[src/rtl/tick_pkg.sv]
package tick_pkg;

    // Register offsets; software and the address decoder both depend on them.
    localparam int OFS_CTRL   = 'h10;
    localparam int OFS_RELOAD = 'h14;
    localparam int OFS_COUNT  = 'h18;
    localparam int OFS_CALIB  = 'h1C;

    // Control register bit positions.
    localparam int CB_EN    = 0;
    localparam int CB_IRQEN = 1;
    localparam int CB_SRC   = 2;
    localparam int CB_FLAG  = 16;

    typedef enum logic [1:0] {
        ST_OFF  = 2'd0,
        ST_RUN  = 2'd1,
        ST_WRAP = 2'd2
    } tick_state_e;

    typedef struct packed {
        logic src_core;
        logic irq_en;
        logic en;
    } tick_ctrl_t;

endpackage

[src/rtl/tick_regs.sv]
module tick_regs
    import tick_pkg::*;
#(
    parameter int ADDR_W = 8,
    parameter int DATA_W = 32,
    parameter int CNT_W  = 24,
    parameter bit CAL_NOREF = 1'b0,
    parameter bit CAL_SKEW  = 1'b1,
    parameter logic [CNT_W-1:0] CAL_TENMS = CNT_W'(100000)
) (
    input  logic              clk,
    input  logic              rst_n,
    input  logic              bus_sel,
    input  logic              bus_wr,
    input  logic [ADDR_W-1:0] bus_addr,
    input  logic [DATA_W-1:0] bus_wdata,
    output logic [DATA_W-1:0] bus_rdata,
    input  logic [CNT_W-1:0]  cnt,
    input  logic              hit_zero,
    output tick_ctrl_t        ctrl,
    output logic [CNT_W-1:0]  reload_val,
    output logic              cur_wr
);

    localparam logic [ADDR_W-1:0] A_CTRL   = ADDR_W'(OFS_CTRL);
    localparam logic [ADDR_W-1:0] A_RELOAD = ADDR_W'(OFS_RELOAD);
    localparam logic [ADDR_W-1:0] A_COUNT  = ADDR_W'(OFS_COUNT);
    localparam logic [ADDR_W-1:0] A_CALIB  = ADDR_W'(OFS_CALIB);
    localparam int PAD_W = DATA_W - CNT_W - 2;

    logic flag_q;
    logic ctrl_wr, reload_wr, ctrl_rd;
    logic unused_wdata;

    assign ctrl_wr   = bus_sel &&  bus_wr && (bus_addr == A_CTRL);
    assign reload_wr = bus_sel &&  bus_wr && (bus_addr == A_RELOAD);
    assign cur_wr    = bus_sel &&  bus_wr && (bus_addr == A_COUNT);
    assign ctrl_rd   = bus_sel && !bus_wr && (bus_addr == A_CTRL);
    assign unused_wdata = ^bus_wdata[DATA_W-1:CNT_W];

    always_ff @(posedge clk or negedge rst_n) begin
        if (!rst_n) begin
            ctrl       <= '0;
            reload_val <= '0;
        end else begin
            if (ctrl_wr) begin
                ctrl.en       <= bus_wdata[CB_EN];
                ctrl.irq_en   <= bus_wdata[CB_IRQEN];
                ctrl.src_core <= bus_wdata[CB_SRC];
            end
            if (reload_wr)
                reload_val <= bus_wdata[CNT_W-1:0];
        end
    end

    // Sticky flag: a zero event at the same edge outranks the clear.
    always_ff @(posedge clk or negedge rst_n) begin
        if (!rst_n)
            flag_q <= 1'b0;
        else if (hit_zero)
            flag_q <= 1'b1;
        else if (ctrl_rd || cur_wr)
            flag_q <= 1'b0;
    end

    always_comb begin
        bus_rdata = '0;
        if (bus_sel && !bus_wr) begin
            unique case (bus_addr)
                A_CTRL: begin
                    bus_rdata[CB_EN]    = ctrl.en;
                    bus_rdata[CB_IRQEN] = ctrl.irq_en;
                    bus_rdata[CB_SRC]   = ctrl.src_core;
                    bus_rdata[CB_FLAG]  = flag_q;
                end
                A_RELOAD: bus_rdata[CNT_W-1:0] = reload_val;
                A_COUNT:  bus_rdata[CNT_W-1:0] = cnt;
                A_CALIB:  bus_rdata = {CAL_NOREF, CAL_SKEW, {PAD_W{1'b0}}, CAL_TENMS};
                default:  bus_rdata = '0;
            endcase
        end
    end

    // a zero event always leaves the flag set
    a_r7_zero_sets_flag: assert property (@(posedge clk) disable iff (!rst_n)
        hit_zero |=> flag_q);

    // a count write clears the flag
    a_r8_write_clears_flag: assert property (@(posedge clk) disable iff (!rst_n)
        (cur_wr && !hit_zero) |=> !flag_q);

    // reserved control bits read zero
    a_r3_ctrl_reserved_zero: assert property (@(posedge clk) disable iff (!rst_n)
        ctrl_rd |-> (bus_rdata[DATA_W-1:CB_FLAG+1] == '0 && bus_rdata[CB_FLAG-1:CB_SRC+1] == '0));

endmodule

[src/rtl/tick_engine.sv]
module tick_engine
    import tick_pkg::*;
#(
    parameter int CNT_W = 24
) (
    input  logic             clk,
    input  logic             rst_n,
    input  logic             ref_tick,
    input  tick_ctrl_t       ctrl,
    input  logic [CNT_W-1:0] reload_val,
    input  logic             cur_wr,
    output logic [CNT_W-1:0] cnt,
    output logic             hit_zero,
    output logic             irq
);

    localparam logic [CNT_W-1:0] ONE = CNT_W'(1);

    tick_state_e      state_q, state_n;
    logic [CNT_W-1:0] cnt_q, cnt_n;
    logic             step;
    logic             irq_q;

    assign step = ctrl.src_core ? 1'b1 : ref_tick;

    // State and count register
    always_ff @(posedge clk or negedge rst_n) begin
        if (!rst_n) begin
            state_q <= ST_OFF;
            cnt_q   <= '0;
        end else begin
            state_q <= state_n;
            cnt_q   <= cnt_n;
        end
    end

    // Next-state logic
    always_comb begin
        state_n  = state_q;
        cnt_n    = cnt_q;
        hit_zero = 1'b0;
        unique case (state_q)
            ST_OFF: begin
                if (cur_wr)
                    cnt_n = '0;
                else if (ctrl.en && reload_val != '0) begin   // start
                    cnt_n   = reload_val;
                    state_n = ST_RUN;
                end
            end
            ST_RUN: begin
                if (cur_wr) begin
                    cnt_n   = '0;
                    state_n = ctrl.en ? ST_WRAP : ST_OFF;
                end else if (!ctrl.en) begin                  // halt
                    state_n = ST_OFF;
                end else if (step) begin
                    if (cnt_q == ONE) begin                    // expire
                        cnt_n    = '0;
                        hit_zero = 1'b1;
                        state_n  = ST_WRAP;
                    end else begin
                        cnt_n = cnt_q - ONE;
                    end
                end
            end
            ST_WRAP: begin
                if (!ctrl.en || reload_val == '0) begin       // park
                    cnt_n   = '0;
                    state_n = ST_OFF;
                end else begin                                // refill
                    cnt_n   = reload_val;
                    state_n = ST_RUN;
                end
            end
            default: begin
                cnt_n   = '0;
                state_n = ST_OFF;
            end
        endcase
    end

    // Output register
    always_ff @(posedge clk or negedge rst_n) begin
        if (!rst_n)
            irq_q <= 1'b0;
        else
            irq_q <= hit_zero && ctrl.irq_en;
    end

    assign cnt = cnt_q;
    assign irq = irq_q;

    // interrupt only while the count is zero
    a_r5_irq_at_zero: assert property (@(posedge clk) disable iff (!rst_n)
        irq |-> (cnt_q == '0));

    // interrupt is a single-cycle pulse
    a_r5_irq_single: assert property (@(posedge clk) disable iff (!rst_n)
        irq |=> !irq);

    // a count write never raises an interrupt
    a_r8_write_no_irq: assert property (@(posedge clk) disable iff (!rst_n)
        cur_wr |=> !irq);

    // without a step the running count holds
    a_r9_hold_without_step: assert property (@(posedge clk) disable iff (!rst_n)
        (state_q == ST_RUN && ctrl.en && !cur_wr && !step) |=> $stable(cnt_q));

    // the zero cycle is always followed by a refill or a park
    a_r6_wrap_one_cycle: assert property (@(posedge clk) disable iff (!rst_n)
        (state_q == ST_WRAP) |=> (state_q != ST_WRAP));

endmodule

[src/rtl/tick_timer.sv]
module tick_timer
    import tick_pkg::*;
#(
    parameter int ADDR_W = 8,
    parameter int DATA_W = 32,
    parameter int CNT_W  = 24,
    parameter bit CAL_NOREF = 1'b0,
    parameter bit CAL_SKEW  = 1'b1,
    parameter logic [CNT_W-1:0] CAL_TENMS = CNT_W'(100000)
) (
    input  logic              clk,
    input  logic              rst_n,
    input  logic              ref_tick,
    input  logic              bus_sel,
    input  logic              bus_wr,
    input  logic [ADDR_W-1:0] bus_addr,
    input  logic [DATA_W-1:0] bus_wdata,
    output logic [DATA_W-1:0] bus_rdata,
    output logic              irq
);

    tick_ctrl_t       ctrl;
    logic [CNT_W-1:0] reload_val;
    logic [CNT_W-1:0] cnt;
    logic             cur_wr;
    logic             hit_zero;

    tick_regs #(
        .ADDR_W(ADDR_W), .DATA_W(DATA_W), .CNT_W(CNT_W),
        .CAL_NOREF(CAL_NOREF), .CAL_SKEW(CAL_SKEW), .CAL_TENMS(CAL_TENMS)
    ) i_regs (
        .clk(clk), .rst_n(rst_n),
        .bus_sel(bus_sel), .bus_wr(bus_wr), .bus_addr(bus_addr),
        .bus_wdata(bus_wdata), .bus_rdata(bus_rdata),
        .cnt(cnt), .hit_zero(hit_zero),
        .ctrl(ctrl), .reload_val(reload_val), .cur_wr(cur_wr)
    );

    tick_engine #(.CNT_W(CNT_W)) i_engine (
        .clk(clk), .rst_n(rst_n), .ref_tick(ref_tick),
        .ctrl(ctrl), .reload_val(reload_val), .cur_wr(cur_wr),
        .cnt(cnt), .hit_zero(hit_zero), .irq(irq)
    );

endmodule

[config.mk]
export PLATFORM = sky130hd
export DESIGN_NAME = tick_timer
export DESIGN_NICKNAME = d
export VERILOG_FILES = /design/src/rtl/tick_pkg.sv /design/src/rtl/tick_regs.sv /design/src/rtl/tick_engine.sv /design/src/rtl/tick_timer.sv
export SDC_FILE = /design/constraint.sdc
export NUM_CORES = 1
export LEC_CHECK = 0
export CORE_ASPECT_RATIO = 0.5
export CORE_MARGIN = 1.5
export CORE_UTILIZATION = 35
export CTS_CLUSTER_SIZE = 10
export DETAILED_ROUTE_END_ITERATION = 10
export RECOVER_POWER = 100
export SLEW_MARGIN = 20
export SYNTH_ARGS = -nofsm -noshare
export SYNTH_HDL_FRONTEND = slang
export SYNTH_HIERARCHICAL = 1
export SYNTH_SLANG_ARGS = --single-unit
[constraint.sdc]
create_clock -name clk -period 2.3 [get_ports clk]
set_clock_uncertainty 0.05 [all_clocks]
set_input_delay 0.46 -clock clk [delete_from_list [all_inputs] [get_ports clk]]
set_output_delay 0.46 -clock clk [all_outputs]
set_load 0.01 [all_outputs]
==> impl_metrics.json, run 1 <==
{
  "ios": 78,
  "grt_pass1_wl_um": 16990,
  "hold_viol_final": 0,
  "cts_root_buf": "clkbuf_16",
  "setup_viol": 0,
  "power_density_mw_per_mm2": 439.4,
  "fin_nets": 542,
  "nFillCells": 907,
  "clk_path_buf_depth": 2,
  "antenna_left": 0,
  "synth_top_cells_by_count": "55 x dfrtp_1, 37 x nor2_1, 35 x nand2_1",
  "worstPathArrival_ns": 2.44,
  "avgViaCountPerCell": 5.230,
  "ys_top_cells_by_area": "dfrtp_1 39%, mux2_4 8.6%, nor2_1 4.0%, nand2_1 3.7%, o21ai_0 3.7%",
  "gp_congestion": 0.8502,
  "numCtsBuffers": 5,
  "p_leak_nw": 2.414,
  "grt_max_degree": 56,
  "post-synth-top-count-cell": "dfrtp_1",
  "drive_above_1_share": 0.3778,
  "path_class": "in -> reg",
  "drtIter0Drc": 248,
  "route.detailed.drc": 0,
  "clk_pin_slew_ns": 0.07,
  "synthCells": 364,
  "io_buffers": 62,
  "avgSynthCellArea_um2": 9.642,
  "grtUsageTotal": 0.2108,
  "end_kind": "register",
  "area_growth_pct": 43.71,
  "cts_sinks": 55,
  "synth_warnings": 6,
  "period_share": 0.9777,
  "postCtsHoldBufs": 0,
  "worstMarginPinSlew_ns": 1.458,
  "initial_utilization": 0.3655,
  "seq_area_frac_synth": 0.3922,
  "synth_top_area_share": 0.3922,
  "rr_worst_depth": 6,
  "maxCapViolCount": 0,
  "critPathLaunchType": "primary input",
  "wl_per_cell_um": 17.11,
  "ys_types": 57,
  "placed_area_mm2": 0.004775,
  "fin_crit_ns": 2.249,
  "final_cell_area_mm2": 0.005044,
  "worstSkewPairLatency_ns": 0.30,
  "yosysTopAreaCell": "dfrtp_1",
  "placement_rows": 25,
  "ys_async_sr_fraction": 1.000,
  "grt_overflow": 0,
  "place_hpwl_um": 7968,
  "hp-class": "reg -> reg",
  "slew_violations": 0,
  "multiInputGateArea_mm2": 0.002141,
  "final.setup.tns_ns": 0,
  "hold_depth": 1,
  "fmax_mhz": 444.7,
  "slew_headroom": 0.02780,
  "synth_edf_count": 0,
  "cts_tree": "built",
  "die_h_um": 73.81,
  "synth_area_mm2": 0.003510,
  "dieWidth_um": 144.6,
  "finalWirelength_um": 10780,
  "synth_ff_type": "dfrtp_1",
  "htreeDepth": 2,
  "dieArea_mm2": 0.01067,
  "grt_antenna_before_repair": 0,
  "cp.required_ns": 2.49,
  "critical_path_peak_fanout": 8,
  "vias": 3295,
  "p_total_mw": 2.216,
  "ir_drop_uv": 245.3,
  "dr.pass1.iters": 5,
  "ys_ff_latch": 55,
  "outcome": "complete, no violations",
  "seq_area_mm2": 0.001376,
  "rrSetupSlack_ns": 0.08,
  "grt_pass1_vias": 3165,
  "coreArea_mm2": 0.009603,
  "n_antenna_cell": 0,
  "holdWs_ns": 0.4267
}
flip-flops by register name (all words and copies together), names as in the netlist:
name	cells
i_regs/reload_val	24
i_engine/irq	1
i_engine/cnt	24
i_regs/flag_q	1
i_engine/state_q	2
i_regs/ctrl	3
metal layers:
layer / global-route usage / part of all wire / vias up
li1: - / - / 1601
met1: 0.3087 / 0.51 / 1606
met2: 0.3190 / 0.44 / 77
met3: 0.03911 / 0.049 / 11
met4: 0.05499 / 0.0093 / 0
met5: 0 / 0 / -
repair_timing:
action / 4_1_cts / 5_1_grt
endpoints found under the hold margin: 0 / 0
resized for setup: 125 / 26
gates cloned: 1 / 0
pin swaps: 5 / 5
buffers inserted: 5 / 7
endpoints found under the setup margin: 48 / 37
cells by family (layout without fill, tap and decap cells):
group / Yosys count / count (layout) / synth area share
flip-flops: 55 / 55 / 0.3922
XOR/XNOR: 9 / 9 / 0.02246
buffers and inverters: 32 / 156 / 0.05169
other: 1 / 7 / 0.001068
multiplexers: 30 / 30 / 0.1166
AO/OA/AOI/OAI: 96 / 96 / 0.1918
AND/OR/NAND/NOR: 139 / 140 / 0.2171
adder cells (fa/ha/maj): 2 / 2 / 0.007129
final timing paths:
check / startpoint / endpoint
hold / removal: i_regs/flag_q / i_regs/flag_q
setup / recovery: bus_addr[2] / i_engine/cnt[21]
min in group asynchronous: rst_n / i_regs/reload_val[16]
setup reg to reg: i_engine/cnt[12] / i_engine/cnt[21]
max in group asynchronous: rst_n / i_engine/cnt[21]
hold reg to reg: i_regs/flag_q / i_regs/flag_q
cell type report:
cell class              instances  share of cell area
multi-input cells             284              0.4245
flip-flops and latches         55              0.2729
repair buffers                142              0.2354
well taps                     135             0.03349
clock buffers                   6             0.02754
inverters                       7            0.005210
clock inverters                 1           0.0009923
critical path, stage by stage:
cell	delay (ns)
dlygate4sd2_1	0.32
buf_12	0.17
nor3_4	0.05
nand2_2	0.07
nor2_4	0.05
nor2_2	0.10
and2_4	0.17
o31ai_4	0.08
buf_6	0.13
or3_4	0.41
nor4_4	0.28
a221o_1	0.14
power breakdown:
part / leakage (nW) / total, mW / switching, mW / internal [mW]
Combinational: 1.58 / 0.433 / 0.214 / 0.220
Clock: 0.0727 / 0.774 / 0.347 / 0.426
Sequential: 0.766 / 1.01 / 0.0227 / 0.986
Total: 2.41 / 2.22 / 0.584 / 1.63
metrics by stage:
stage | worst slack [ns] | std cells | util
floorplan | 0.01996 | 370 | -
global placement | -0.5100 | 612 | 0.4972
detailed placement | -0.5572 | 612 | 0.4972
CTS | 0.002067 | 623 | 0.5113
global route | -0.04468 | 630 | 0.5252
finish | 0.05138 | 630 | 0.5252
placed cells by master, fill, tap and decap left out, types with 9 or more instances in the layout:
cell             count
nand2_1             34
dfrtp_1             55
a22oi_1             15
a22o_1               9
clkdlybuf4s50_1     26
buf_4               67
nor2_1              30
o21ai_0             23
mux2_4              20
buf_2               25
nor3_1              15
(Power assumes the default switching activity.)
==> run 2, diff against run 1 <==
--- a/config.mk
+++ b/config.mk
@@ -16,3 +16,4 @@
 export SYNTH_HDL_FRONTEND = slang
 export SYNTH_HIERARCHICAL = 1
 export SYNTH_SLANG_ARGS = --single-unit
+export TNS_END_PERCENT = 10
==> run 2 against run 1 <==
Effect of this change: worst hold slack about the same; combinational power barely moved; largest power group unchanged; cell area is essentially flat; wire length fell by 0.11%; critical path depth is 5 lower; worst setup slack worse by 0.022 ns.
==> impl_metrics.json, run 2 (synthesis results as in run 1) <==
{
  "outcome": "complete, no violations",
  "grtUsageTotal": 0.2108,
  "placement_rows": 25,
  "route.detailed.drc": 0,
  "slew_headroom": 0.02910,
  "drive_above_1_share": 0.3758,
  "critical_path_peak_fanout": 6,
  "grt_antenna_before_repair": 0,
  "n_antenna_cell": 0,
  "coreArea_mm2": 0.009603,
  "stdcell_count": 630,
  "dr.pass1.iters": 4,
  "place_hpwl_um": 7968,
  "grt_pass1_vias": 3165,
  "gp_congestion": 0.8502,
  "drtIter0Drc": 253,
  "final_cell_mix": "67 x buf_4, 55 x dfrtp_1, 34 x nand2_1, 31 x nor2_1, 26 x clkdlybuf4s50_1",
  "power_density_mw_per_mm2": 439.7,
  "hold_viol_final": 0,
  "finalWirelength_um": 10770,
  "cts_sinks": 55,
  "ios": 78,
  "critPathLaunchType": "primary input",
  "fmax_mhz": 440.5,
  "end_kind": "output pin",
  "route.met2.wl_um": 4658,
  "wl_met3_um": 518,
  "wl_met1_um": 5481,
  "fin_nets": 542,
  "hp-class": "reg -> reg",
  "clk_path_buf_depth": 2,
  "worstMarginPinSlew_ns": 1.456,
  "io_buffers": 62,
  "cp.required_ns": 1.79,
  "die_h_um": 73.81,
  "antenna_left": 0,
  "p_leak_nw": 2.414,
  "dp.cells": 612,
  "ir_drop_uv": 245.0,
  "numCtsBuffers": 5,
  "top_layer_used": "met4",
  "dieWidth_um": 144.6,
  "grt_pass1_wl_um": 16990,
  "p_total_mw": 2.216,
  "cts_tree": "built",
  "clk_pin_slew_ns": 0.06,
  "nFillCells": 907,
  "final_common_cell": "buf_4",
  "rsz0062_at_grt": "yes",
  "slew_violations": 0,
  "worstSkewPairLatency_ns": 0.30,
  "initial_utilization": 0.3655,
  "multiInputGateArea_mm2": 0.002138,
  "setup_viol": 0,
  "vias": 3303,
  "area_growth_pct": 43.64,
  "htreeDepth": 2,
  "cts_root_buf": "clkbuf_16",
  "seq_area_mm2": 0.001376,
  "grt_overflow": 0,
  "path_class": "in -> out",
  "wl_per_cell_um": 17.10,
  "maxCapViolCount": 0,
  "dieArea_mm2": 0.01067,
  "fin_crit_ns": 2.270,
  "period_share": 0.9870,
  "worstPathArrival_ns": 1.76,
  "avgViaCountPerCell": 5.243,
  "grt_max_degree": 56
}
==> run 2: worst max-delay path, stage by stage <==
cell	delay (ns)
dlygate4sd2_1	0.26
nor4b_4	0.29
nand4b_1	0.17
buf_6	0.17
buf_6	0.13
nor2_1	0.13
buf_2	0.15
==> run 2: routing by layer <==
| metal | vias up | global-route usage |
|---|---|---|
| met5 | - | 0 |
| met4 | 0 | 0.05499 |
| met3 | 13 | 0.03911 |
| met2 | 83 | 0.3190 |
| met1 | 1605 | 0.3087 |
| li1 | 1602 | - |
==> run 2: what timing repair did <==
action                                  4_1_cts  5_1_grt
hold buffers                                  0        0
endpoints found under the hold margin         0        0
pin swaps                                     5        4
gates resized for setup                     125       25
endpoints found under the setup margin       48       37
buffers inserted                              5        7
gates cloned                                  1        0
==> run 2: layout make-up <==
type,instances,share of cell area
Clock buffer,6,0.02755
Inverter,7,0.005212
Multi-Input combinational cell,284,0.4242
Tap cell,135,0.03351
Timing Repair Buffer,142,0.2355
Sequential cell,55,0.2730
Clock inverter,1,0.0009928
==> run 2: power by group <==
group | leakage, nW | internal (mW) | switching [mW] | total (mW)
clock network | 0.0727 | 0.426 | 0.348 | 0.774
logic | 1.58 | 0.220 | 0.213 | 0.433
registers | 0.766 | 0.986 | 0.0227 | 1.01
total | 2.41 | 1.63 | 0.584 | 2.22
==> run 2: path summary, 6_finish.rpt <==
check	start	end	slack [ns]	cells after the start
worst min-delay path	i_regs/flag_q	i_regs/flag_q	0.43	1
worst max-delay path	bus_addr[5]	bus_rdata[11]	0.03	7
min in group asynchronous	rst_n	i_regs/reload_val[16]	0.54	2
worst max register to register	i_engine/cnt[12]	i_engine/cnt[21]	0.08	6
worst min register to register	i_regs/flag_q	i_regs/flag_q	0.43	1
max in group asynchronous	rst_n	i_engine/cnt[21]	0.79	2
==> run 2: stage by stage <==
stage	setup TNS (ns)	utilization	cell area [um^2]	setup slack [ns]	hold WS [ns]
global placement	-19.38	0.4972	4775	-0.5100	0.4144
global route	-0.06706	0.5250	5041	-0.04468	0.4482
detailed placement	-21.10	0.4972	4775	-0.5572	0.4097
floorplan	0	-	3545	0.01996	0.1144
CTS	0	0.5113	4910	0.002067	0.1182
finish	0	0.5250	5041	0.02982	0.4267
